--- src/rtl/zz_rle_pkg.sv ---
package zz_rle_pkg;

   typedef enum logic [1:0] {
      KIND_DC  = 2'd0,
      KIND_AC  = 2'd1,
      KIND_ZRL = 2'd2,
      KIND_EOB = 2'd3
   } rec_kind_e;

   // Raster address (row*side+col) of the idx-th element along the
   // zigzag path: even diagonals run bottom-left to top-right.
   function automatic int zz_raster(input int idx, input int side);
      int n;
      int r;
      int c;
      n = 0;
      for (int s = 0; s <= 2 * side - 2; s++) begin
         for (int t = 0; t < side; t++) begin
            if (s % 2 == 0)
               r = ((s < side) ? s : side - 1) - t;
            else
               r = ((s < side) ? 0 : s - side + 1) + t;
            c = s - r;
            if (r >= 0 && r < side && c >= 0 && c < side) begin
               if (n == idx) return r * side + c;
               n++;
            end
         end
      end
      return 0;
   endfunction

endpackage

--- src/rtl/zz_coef_store.sv ---
module zz_coef_store #(
   parameter int DEPTH  = 64,
   parameter int DATA_W = 12,
   localparam int AW    = $clog2(DEPTH)
) (
   input  logic              clk,
   input  logic              we,
   input  logic [AW-1:0]     waddr,
   input  logic [DATA_W-1:0] wdata,
   input  logic [AW-1:0]     raddr,
   output logic [DATA_W-1:0] rdata
);
   logic [DATA_W-1:0] mem [DEPTH];

   always_ff @(posedge clk) begin
      if (we) mem[waddr] <= wdata;
   end

   assign rdata = mem[raddr];
endmodule

--- src/rtl/zz_order_rom.sv ---
module zz_order_rom #(
   parameter int SIDE = 8,
   localparam int N   = SIDE * SIDE,
   localparam int AW  = $clog2(N)
) (
   input  logic [AW-1:0] pos,
   output logic [AW-1:0] raster
);
   logic [AW-1:0] tbl [N];

   for (genvar g = 0; g < N; g++) begin : g_entry
      localparam int RAS = zz_rle_pkg::zz_raster(g, SIDE);
      assign tbl[g] = AW'(RAS);
   end

   assign raster = tbl[pos];
endmodule

--- src/rtl/zz_dc_pred.sv ---
module zz_dc_pred #(
   parameter int COEF_W   = 12,
   parameter int NUM_COMP = 3,
   localparam int CW      = (NUM_COMP > 1) ? $clog2(NUM_COMP) : 1
) (
   input  logic              clk,
   input  logic              rst_n,
   input  logic              clear,
   input  logic              upd,
   input  logic [CW-1:0]     comp,
   input  logic [COEF_W-1:0] new_dc,
   output logic [COEF_W-1:0] pred
);
   logic [COEF_W-1:0] pred_q [NUM_COMP];
   logic [CW-1:0]     sel;

   assign sel = (int'(comp) < NUM_COMP) ? comp : '0;

   for (genvar g = 0; g < NUM_COMP; g++) begin : g_comp
      always_ff @(posedge clk) begin
         if (!rst_n || clear)
            pred_q[g] <= '0;
         else if (upd && int'(sel) == g)
            pred_q[g] <= new_dc;
      end
   end

   assign pred = pred_q[sel];
endmodule

--- src/rtl/zz_scan_ctrl.sv ---
module zz_scan_ctrl
   import zz_rle_pkg::*;
#(
   parameter int N      = 64,
   parameter int COEF_W = 12,
   parameter int RUN_W  = 4,
   localparam int AW    = $clog2(N),
   localparam int ZSPAN = 2 ** RUN_W
) (
   input  logic              clk,
   input  logic              rst_n,
   input  logic              start,
   input  logic [COEF_W-1:0] coef,
   input  logic [COEF_W-1:0] dc_pred,
   output logic [AW-1:0]     pos,
   output logic              busy,
   output logic              dc_upd,
   input  logic              out_ready,
   output logic              out_valid,
   output rec_kind_e         out_kind,
   output logic [RUN_W-1:0]  out_run,
   output logic [COEF_W-1:0] out_value
);
   logic [AW-1:0] zrun;
   logic          is_dc, is_last, is_zero;
   logic          slot_free, emit_req, need_zrl, step, advance;
   rec_kind_e     nxt_kind;
   logic [RUN_W-1:0]  nxt_run;
   logic [COEF_W-1:0] nxt_value;

   assign is_dc     = (pos == '0);
   assign is_last   = (pos == AW'(N - 1));
   assign is_zero   = (coef == '0);
   assign slot_free = !out_valid || out_ready;
   assign need_zrl  = busy && !is_dc && !is_zero && (zrun >= AW'(ZSPAN));
   assign emit_req  = busy && (is_dc || !is_zero || is_last);
   assign step      = busy && (!emit_req || slot_free);
   assign advance   = step && !need_zrl;
   assign dc_upd    = step && is_dc;

   always_comb begin
      nxt_kind  = KIND_EOB;
      nxt_run   = '0;
      nxt_value = '0;
      if (is_dc) begin
         nxt_kind  = KIND_DC;
         nxt_value = coef - dc_pred;
      end else if (need_zrl) begin
         nxt_kind  = KIND_ZRL;
         nxt_run   = '1;
      end else if (!is_zero) begin
         nxt_kind  = KIND_AC;
         nxt_run   = RUN_W'(zrun);
         nxt_value = coef;
      end
   end

   always_ff @(posedge clk) begin
      if (!rst_n) begin
         busy <= 1'b0;
         pos  <= '0;
         zrun <= '0;
      end else if (start) begin
         busy <= 1'b1;
         pos  <= '0;
         zrun <= '0;
      end else if (step) begin
         if (need_zrl)
            zrun <= zrun - AW'(ZSPAN);
         else if (!is_dc && is_zero)
            zrun <= zrun + 1'b1;
         else
            zrun <= '0;
         if (advance) begin
            if (is_last) busy <= 1'b0;
            else         pos  <= pos + 1'b1;
         end
      end
   end

   always_ff @(posedge clk) begin
      if (!rst_n) begin
         out_valid <= 1'b0;
         out_kind  <= KIND_DC;
         out_run   <= '0;
         out_value <= '0;
      end else if (emit_req && step) begin
         out_valid <= 1'b1;
         out_kind  <= nxt_kind;
         out_run   <= nxt_run;
         out_value <= nxt_value;
      end else if (out_ready) begin
         out_valid <= 1'b0;
      end
   end
endmodule

--- src/rtl/zz_rle_coder.sv ---
module zz_rle_coder
   import zz_rle_pkg::*;
#(
   parameter int SIDE     = 8,
   parameter int COEF_W   = 12,
   parameter int RUN_W    = 4,
   parameter int NUM_COMP = 3,
   localparam int N       = SIDE * SIDE,
   localparam int AW      = $clog2(N),
   localparam int CW      = (NUM_COMP > 1) ? $clog2(NUM_COMP) : 1
) (
   input  logic              clk,
   input  logic              rst_n,
   input  logic              restart,
   input  logic              in_valid,
   output logic              in_ready,
   input  logic [COEF_W-1:0] in_coef,
   input  logic [CW-1:0]     in_comp,
   output logic              out_valid,
   input  logic              out_ready,
   output logic [1:0]        out_kind,
   output logic [RUN_W-1:0]  out_run,
   output logic [COEF_W-1:0] out_value
);
   if (SIDE < 2) begin : g_bad_side
      $error("zz_rle_coder: SIDE must be at least 2");
   end
   if (COEF_W < 2) begin : g_bad_coef
      $error("zz_rle_coder: COEF_W must be at least 2");
   end
   if (RUN_W < 1 || (2 ** RUN_W) >= N) begin : g_bad_run
      $error("zz_rle_coder: run field must be narrower than the block");
   end
   if (NUM_COMP < 1) begin : g_bad_comp
      $error("zz_rle_coder: NUM_COMP must be at least 1");
   end

   logic [AW-1:0]     fill;
   logic [CW-1:0]     comp_q;
   logic              accept, start, busy, dc_upd;
   logic [AW-1:0]     pos, raddr;
   logic [COEF_W-1:0] rdata, dc_pred;
   rec_kind_e         kind_q;

   assign in_ready = !busy;
   assign accept   = in_valid && in_ready;
   assign start    = accept && (fill == AW'(N - 1));

   always_ff @(posedge clk) begin
      if (!rst_n) begin
         fill   <= '0;
         comp_q <= '0;
      end else if (accept) begin
         fill <= start ? '0 : fill + 1'b1;
         if (fill == '0) comp_q <= in_comp;
      end
   end

   zz_coef_store #(.DEPTH(N), .DATA_W(COEF_W)) u_store (
      .clk   (clk),
      .we    (accept),
      .waddr (fill),
      .wdata (in_coef),
      .raddr (raddr),
      .rdata (rdata)
   );

   zz_order_rom #(.SIDE(SIDE)) u_order (
      .pos    (pos),
      .raster (raddr)
   );

   zz_dc_pred #(.COEF_W(COEF_W), .NUM_COMP(NUM_COMP)) u_pred (
      .clk    (clk),
      .rst_n  (rst_n),
      .clear  (restart),
      .upd    (dc_upd),
      .comp   (comp_q),
      .new_dc (rdata),
      .pred   (dc_pred)
   );

   zz_scan_ctrl #(.N(N), .COEF_W(COEF_W), .RUN_W(RUN_W)) u_seq (
      .clk       (clk),
      .rst_n     (rst_n),
      .start     (start),
      .coef      (rdata),
      .dc_pred   (dc_pred),
      .pos       (pos),
      .busy      (busy),
      .dc_upd    (dc_upd),
      .out_ready (out_ready),
      .out_valid (out_valid),
      .out_kind  (kind_q),
      .out_run   (out_run),
      .out_value (out_value)
   );

   assign out_kind = kind_q;
endmodule

--- config.mk ---
export PLATFORM = sky130hd
export DESIGN_NAME = zz_rle_coder
export DESIGN_NICKNAME = d
export VERILOG_FILES = /design/src/rtl/zz_rle_pkg.sv /design/src/rtl/zz_coef_store.sv /design/src/rtl/zz_order_rom.sv /design/src/rtl/zz_dc_pred.sv /design/src/rtl/zz_scan_ctrl.sv /design/src/rtl/zz_rle_coder.sv
export SDC_FILE = /design/constraint.sdc
export NUM_CORES = 1
export LEC_CHECK = 0
export ABC_CLOCK_PERIOD_IN_PS = 8400
export BUFFER_PORTS_ARGS = -buffer_cell sky130_fd_sc_hd__buf_2
export CAP_MARGIN = 10
export CELL_PAD_IN_SITES_DETAIL_PLACEMENT = 0
export CELL_PAD_IN_SITES_GLOBAL_PLACEMENT = 1
export CORE_ASPECT_RATIO = 0.8
export CORE_UTILIZATION = 45
export DETAILED_ROUTE_END_ITERATION = 10
export PLACE_DENSITY_LB_ADDON = 0.1
export SETUP_SLACK_MARGIN = 0.2
export SKIP_LAST_GASP = 1
export SLEW_MARGIN = 10
export SYNTH_ARGS = -nofsm -noshare
export SYNTH_HDL_FRONTEND = slang
export SYNTH_SLANG_ARGS = --single-unit
--- constraint.sdc ---
create_clock -name clk -period 8.4 [get_ports clk]
set_input_delay 1.26 -clock clk [delete_from_list [all_inputs] [get_ports clk]]
set_output_delay 1.26 -clock clk [all_outputs]
set_load 0.01 [all_outputs]
==> results of run 1 <==
[stage by stage]
| stage | worst slack (ns) | hold WS, ns | cells | util (%) |
|---|---|---|---|---|
| after floorplan | 2.35 | 0.474 | 2588 | - |
| after global placement | 1.17 | 0.434 | 3635 | 48.1 |
| after detailed placement | 1.09 | 0.439 | 3636 | 48.1 |
| after CTS | 1.02 | 0.446 | 3792 | 51.7 |
| after global routing | 0.487 | 0.468 | 3793 | 51.7 |
| final | 0.912 | 0.447 | 3793 | 51.7 |
[sequential cells by signal (all words and copies together), names as in the netlist]
name             count
u_seq.out_run        4
u_seq.busy           1
u_store.mem        768
fill                 6
u_seq.zrun           6
u_seq.pos            6
u_seq.out_valid      1
u_pred.pred_q       36
u_seq.out_value     12
comp_q               2
u_seq.out_kind       2
[final cells by class]
type                    instances  area (µm²)  share of cell area (%)
flip-flops and latches        844       24900                    60.8
multi-input cells            1561       10500                    25.7
clock buffers                 100        2200                    5.38
well taps                    1034        1290                    3.15
repair buffers                169        1260                    3.08
clock inverters                56         669                    1.63
inverters                      29         109                   0.265
[final timing paths]
check / startpoint / slack (ns) / end
worst max-delay path: u_seq.pos[2]$_SDFFE_PP0P_ / 0.91 / u_seq.out_value[10]$_SDFFE_PN0P_
worst min-delay path: u_seq.out_run[2]$_SDFFE_PN0P_ / 0.45 / u_seq.out_run[2]$_SDFFE_PN0P_
worst max register to register: u_seq.pos[2]$_SDFFE_PP0P_ / 0.91 / u_seq.out_value[10]$_SDFFE_PN0P_
worst min register to register: u_seq.out_run[2]$_SDFFE_PN0P_ / 0.45 / u_seq.out_run[2]$_SDFFE_PN0P_
[worst max-delay path, cell delays in order (launching register included)]
cell and delay [ns]:
sky130_fd_sc_hd__dfxtp_1 1.01, sky130_fd_sc_hd__inv_2 0.23, sky130_fd_sc_hd__ha_1 0.37, sky130_fd_sc_hd__nand3_1 0.09, sky130_fd_sc_hd__o41ai_1 0.11, sky130_fd_sc_hd__nor4_2 0.64, sky130_fd_sc_hd__or2_1 0.64, sky130_fd_sc_hd__buf_4 0.28
sky130_fd_sc_hd__nand2_1 0.38, sky130_fd_sc_hd__o22ai_1 0.96, sky130_fd_sc_hd__o22ai_4 0.24, sky130_fd_sc_hd__ha_1 0.29, sky130_fd_sc_hd__fa_1 0.43, sky130_fd_sc_hd__nor2b_1 0.12, sky130_fd_sc_hd__o21ai_0 0.09, sky130_fd_sc_hd__nand2b_1 0.09
sky130_fd_sc_hd__and2_1 0.14, sky130_fd_sc_hd__o21ai_0 0.09, sky130_fd_sc_hd__nand2b_1 0.12, sky130_fd_sc_hd__a21o_1 0.12, sky130_fd_sc_hd__a21o_1 0.14, sky130_fd_sc_hd__a21o_1 0.11, sky130_fd_sc_hd__a21oi_1 0.07, sky130_fd_sc_hd__xnor2_1 0.13
sky130_fd_sc_hd__a22o_1 0.23, sky130_fd_sc_hd__a32o_1 0.20
[cells by family after synthesis]
group,after synthesis,synth area share [%]
simple gates,852,10.4
flops,844,68.7
compound gates,419,8.91
mux,243,7.76
buf+inv,183,2.73
fa+ha+maj,34,1.19
xor+xnor,13,0.334
[power groups by stage]
stage               clock, mW  combinational [mW]  sequential (mW)
finish                   3.97               0.252             4.63
global placement            0               0.247             4.72
floorplan                   0               0.114             4.72
global route             4.16               0.271             4.63
detailed placement          0               0.249             4.72
CTS                      4.01               0.249             4.63
[routing by layer]
layer | track usage, % | vias up
met4 | 7.72 | 2
met5 | 0 | -
met1 | 42.7 | 12000
met3 | 9.49 | 157
met2 | 38.5 | 1185
li1 | - | 10200
[cell usage after synthesis (20+ instances only)]
master                     instances  area, µm²
sky130_fd_sc_hd__edfxtp_1        804      24100
sky130_fd_sc_hd__nor2_1          162        608
sky130_fd_sc_hd__buf_4            25        188
sky130_fd_sc_hd__nand3_1         148        741
sky130_fd_sc_hd__a311oi_1         23        201
sky130_fd_sc_hd__nand2_1         400       1500
sky130_fd_sc_hd__a32oi_1          28        245
sky130_fd_sc_hd__o21ai_0          38        190
sky130_fd_sc_hd__ha_1             33        413
sky130_fd_sc_hd__a21oi_1          66        330
sky130_fd_sc_hd__buf_2            48        240
sky130_fd_sc_hd__a21boi_0         22        165
sky130_fd_sc_hd__a211oi_1         37        278
sky130_fd_sc_hd__inv_1            22       82.6
sky130_fd_sc_hd__nor3_1           24        120
sky130_fd_sc_hd__dfxtp_1          40        801
sky130_fd_sc_hd__mux2i_1         196       1960
sky130_fd_sc_hd__clkbuf_1         55        206
sky130_fd_sc_hd__buf_6            20        225
sky130_fd_sc_hd__mux4_2           29        653
==> results.txt, run 1 <==
- Outcome: completed
- Power share of the sequential group: 52.3%
* Placer Congestion: 0.875
- Ratio of cells with drive above 1 in the final layout: 15.1%
* Warnings, synthesis: 0
* Internal: 6.98 mW
* Clock net sink count: 844
* Most common flop cell mapped by yosys: sky130_fd_sc_hd__edfxtp_1
- Met2 wirelength from detailed routing: 47300 µm
- The floorplan has 92 rows.
- Gate Count Post-Synth: 2588
- Port buffering added 38 buffers.
- Top fanout value on the critical path: 28
- Maximum number of pins on one net before global-route repair: 65
- Hold Vio Cnt, Final: 0
* Number of different library cells in the post-synthesis netlist: 104
- Number of levels the H-tree was split into: 3
- In this run the count of I/O pins placed on the die edge is 39.
- The area growth from synthesis to layout is 12.9%.
- STA classifies the critical path startpoint as a register.
- Total power per unit cell area: 216 nW/µm²
- After synthesis the netlist holds a flip-flop and latch count of 844.
- ANT cells: 0
* Required time of the critical path: 8.95 ns
- Summed over all cells, the static leakage comes to 14.1 nW.
- Final period util: 89.1%
- Once detail routing completed, the nets flagged for antenna violations numbered 0.
- Count of buffers added by post-CTS timing repair for setup: 0
- DRC violation count after routing: 0
- Actual slew at the worst max-slew pin: 1.24 ns
- Setup repair after global routing left no endpoint under its margin.
- Portion of total power attributed to the clock network: 44.8%
- For this block, the via count after detailed routing is 23500.
- Routed metal-1 wirelength: 52200 µm
* All-Layer GR Usage: 28.3%
- Register area share after synthesis: 68.7%
- Wire length on met3: 13100 µm
- TritonCTS clock tree: built
- Worst-skew pair later-pin latency: 0.66 ns
- Die footprint: 81900 µm²
- Area of all placed cells without fillers: 41000 µm²
* Core outline area: 79300 µm²
- Number of cells on the worst hold path: 2
* Number of failing setup endpoints in the final timing report: 0
- After global routing the overflow that remains totals 0.
- Top routing layer in use: met5
* Crit path kind: register to register
* Most used cells in the layout excluding fill and tap cells: sky130_fd_sc_hd__edfxtp_1 (804), sky130_fd_sc_hd__nand2_1 (399), sky130_fd_sc_hd__mux2i_1 (196), sky130_fd_sc_hd__nand3_1 (148), sky130_fd_sc_hd__nor2_1 (136)
* Final routed wirelength across all metal layers: 116000 µm
- Counting every net in the synthesized netlist gives 2641.
- MaxCap Viol Count: 0
- Each instance of the synthesized netlist takes up on average 14.0 µm².
- Fill cell instance count of the final layout: 6733
- Count of flip-flops with a built-in enable after synthesis: 804
- After detailed routing, the average wire length per cell comes to 30.5 µm.
- Final-report max-slew violation count: 0
- Crit path DAT: 8.04 ns
* Number of antenna violations at the first check in global routing: 4
* Vias per cell: 6.19
* Post-layout total power: 8.86 mW
- The first global-routing pass estimated 165000 µm of wire.
- Combinational share of power: 2.8%
- Counting cells, the worst reg-to-reg path comes to 25.
* CTS clock-pin slew for the worst setup and hold paths: 0.07 ns
- Ys async rst share: 0%
* Clock tree root driver cell: sky130_fd_sc_hd__clkbuf_16
* Area after DPL: 38100 µm²
- For this block, the initial DRC count from the detailed router was 3181.
* Switching power: 1.88 mW
- Hold_buf cts: 0
- Clock buffers created by TritonCTS: 85
- Type of destination of the critical path: register
- Most common cell after layout, fill and taps aside: sky130_fd_sc_hd__edfxtp_1
- Worst supply voltage drop on vdd: 203 µV
- Vias in the first global route: 22300
- Longest Clk Path Bufs: 3
* Die Ht: 256 µm
- For the final database, setup skew stands at 0.0262 ns.
- In this run the horizontal extent of the chip is 320 µm.
- For this configuration, the core starts out at a cell density of 45.8%.
- Switching fraction of total power: 21.2%
- Achievable frequency: 0.134 GHz
* Post-CTS resize count: 0
- Placed wire-length estimate after detailed placement: 74700 µm
- Total number of nets in the final design: 2743
- Final worst path period need: 7.49 ns
- Area of the mapped netlist: 36300 µm²
- The first detailed-routing pass took 6 iterations.
* Slew Limit Headroom: 17.5%
- Fin Setup TNS: 0 ns
- Hold WC Path Type: register to register
No activity file was read; power rests on OpenSTA's default activity.
==> inputs of run 2 (changes only) <==
- CORE_UTILIZATION: 45 -> 26
==> results.txt, run 2 (same netlist as run 1, synthesis figures left out) <==
* Crit path DAT: 8.05 ns
- The tool flagged a number of max-cap violations equal to 0.
* Final worst path period need: 7.46 ns
- Final ANT Viol Nets: 0
* FF+latch area: 24900 µm²
* # IOs: 39
- Clock-pin slew was measured on the worst setup and hold paths at 0.06 ns.
- The final layout contains routed wiring with a total length of 137000 µm.
- Total number of nets in the final design: 2770
- Total iterations of the first detailed-routing run: 5
- Once routing completed, OpenROAD measured the worst setup slack at 0.938 ns.
* Placed wire-length estimate after detailed placement: 88000 µm
- Combinational share of power: 2.9%
* Placer Congestion: 0.832
- OpenSTA, run right after detailed placement, puts the worst setup slack at 0.891 ns.
* Clock buffers created by TritonCTS: 94
- Kind of launch point of the worst setup path: register
- RSZ-0062 raised after global routing: false
- Reported leakage power: 14.4 nW
- In the finished design, the share of the clock period the worst path needs comes to 88.8%.
- DRC violation count after routing: 0
- Hold Vio Cnt, Final: 0
* Die Wd: 420 µm
* Cell occurring most often along the worst timing path: sky130_fd_sc_hd__o21ai_0
* Fill cell instance count of the final layout: 13800
* Std-Cell Rows: 122
* Post-layout total power: 9.10 mW
- Post-CTS timing repair inserted 0 buffers for setup.
- Setup slack on the worst reg-to-reg path comes out at 0.94 ns.
- The number of global-route vias before repair was 22700.
- Ordered list of cells on the worst path: inv_2 > ha_1 > nor2_1 > a2111oi_1 > nor4_2 > nor2_2 > nor2_1 > a221oi_1 > o22ai_1 > o32a_1 > inv_2 > ha_1 > o21ai_0 > a21boi_0 > o21ai_0 > a21boi_0 > o21ai_0 > nand2b_1 > and2_1 > o21a_1 > o41ai_1 > xnor2_1 > a221oi_1 > nor3_1
- Internal: 7.13 mW
* Die Ht: 336 µm
- The area growth from synthesis to layout is 16.7%.
- Core outline area: 138000 µm²
- Buffers added on ports: 38
* Fin Setup TNS: 0 ns
- The H-tree was split into 3 levels.
- Maximum number of pins on one net before global-route repair: 75
- In this run the worst path has a maximum fanout of 15.
* Ratio of cells with drive above 1 in the final layout: 15.8%
* Worst supply voltage drop on vdd: 160 µV
* Clock tree root driver cell: sky130_fd_sc_hd__clkbuf_16
* Initial Util: 26.2%
* Combined buffer and inverter count along the critical path: 2
- With fillers left out, the area of the finished cells amounts to 42400 µm².
- Summing all placed instances gives a cell area of 39300 µm².
- TritonCTS clock tree: built
* Total power per unit cell area: 215 nW/µm²
- By startpoint and endpoint, the worst setup path is classified as register to register.
- The die covers 141000 µm².
- Max FFs per register: 768
* Via count of the routed design: 23300
* Global-route wire length before repair: 189000 µm
- The top cell types in the final layout, fill and taps aside, are sky130_fd_sc_hd__edfxtp_1 (804), sky130_fd_sc_hd__nand2_1 (399), sky130_fd_sc_hd__mux2i_1 (196), sky130_fd_sc_hd__nand3_1 (148), sky130_fd_sc_hd__nor2_1 (140).
- Number of antenna violations at the first check in global routing: 7
* Critical Path Slowest Stage Cell: sky130_fd_sc_hd__nor2_1
- Switching fraction of total power: 21.7%
* Hold WC Path Type: register to register
- The flow ran to the end, and the final reports show no timing, DRC or antenna violations.
* Multi-input gate area: 10500 µm²
- Critical path's top delay family: compound AO/OA/AOI/OAI gates
- After detailed routing, the number of vias per cell comes to 5.00.
- The largest single stage delay on the critical path is 0.92 ns.
- Number of failing setup endpoints in the final timing report: 0
- Total congestion overflow after global routing: 0
- After the first detailed-routing iteration, the DRC count stood at 2560.
- The largest registers in the layout are u_store.mem x768, u_pred.pred_q x36, u_seq.out_value x12.
- Portion of total power attributed to the clock network: 46.1%
* Type of destination of the critical path: register
* Actual slew at the worst max-slew pin: 1.29 ns
* Drt wl/cell: 29.4 µm
- Achievable frequency: 0.134 GHz
* Final-report max-slew violation count: 0
* Switching power: 1.97 mW
* Power share of the sequential group: 50.9%
- Leaving out fill and tap cells, the most frequent cell in the layout is sky130_fd_sc_hd__edfxtp_1.
* Required time of the critical path: 8.98 ns
* Largest reg by FF count: u_store.mem
* Clock net sink count: 844
* Maximum clock skew at final layout: 0.0355 ns
* Longest Clk Path Bufs: 3
- Worst-skew pair later-pin latency: 0.71 ns
- In this run the tightest slew margin relative to its limit is 14.0%.
- Across every metal layer, demand over resource in global routing totals 19.3%.
[run 2: cell count changes in the layout (fill, tap and decap cells not counted), sizes merged]
cell | previous run | this run
clkinvlp | 4 | 0
clkinv | 36 | 42
diode | 0 | 6
bufinv | 13 | 11
clkbuf | 100 | 117
buf | 169 | 187
[run 2: stage by stage]
step	instances	util, %	hold slack [ns]
2_1_floorplan	2588	-	0.474
3_3_place_gp	4481	28.4	0.440
3_5_place_dp	4481	28.4	0.443
4_1_cts	4654	30.6	0.453
5_1_grt	4654	30.6	0.471
6_report	4660	30.6	0.447
[run 2: power groups by stage]
stage               Clock [mW]  Combinational, mW  Sequential (mW)
floorplan                    0              0.114             4.72
global placement             0              0.271             4.72
CTS                       4.31              0.271             4.63
global route              4.46              0.290             4.63
finish                    4.20              0.268             4.64
detailed placement           0              0.270             4.72
[run 2: worst paths after layout]
kind,to,startpoint,depth (start not counted)
max reg2reg,u_seq.out_value[11]$_SDFFE_PN0P_,u_seq.pos[0]$_SDFFE_PP0P_,24
min,u_seq.out_run[2]$_SDFFE_PN0P_,u_seq.out_run[2]$_SDFFE_PN0P_,2
max,u_seq.out_value[11]$_SDFFE_PN0P_,u_seq.pos[0]$_SDFFE_PP0P_,24
min reg2reg,u_seq.out_run[2]$_SDFFE_PN0P_,u_seq.out_run[2]$_SDFFE_PN0P_,2
[run 2: worst reg2reg max path: cells and delay by family (launching register included)]
kind | cells | cell delay, ns
simple gates | 7 | 2.32
xor+xnor | 1 | 0.15
flops | 1 | 0.70
buf+inv | 2 | 0.33
fa+ha+maj | 2 | 0.81
compound gates | 12 | 3.07
[run 2: cell type report]
type                    instances  share of cell area [%]
well taps                    1860                    5.49
flip-flops and latches        844                    58.8
multi-input cells            1561                    24.8
clock buffers                 117                    5.87
repair buffers                187                    3.38
clock inverters                56                    1.31
inverters                      29                   0.257
diodes                          6                  0.0354
[run 2: repair_timing]
action | 4_1_cts | 5_1_grt
hold buffers | 0 | 0
gates resized for setup | 0 | 1
endpoints found under the setup margin | 0 | 1
[run 2: routing by layer]
layer	track usage, %	wire length, µm	vias up
li1	-	-	10200
met1	29.3	67600	12200
met2	27.5	56900	700
met3	4.26	9400	162
met4	4.36	2880	4
met5	0	28	-
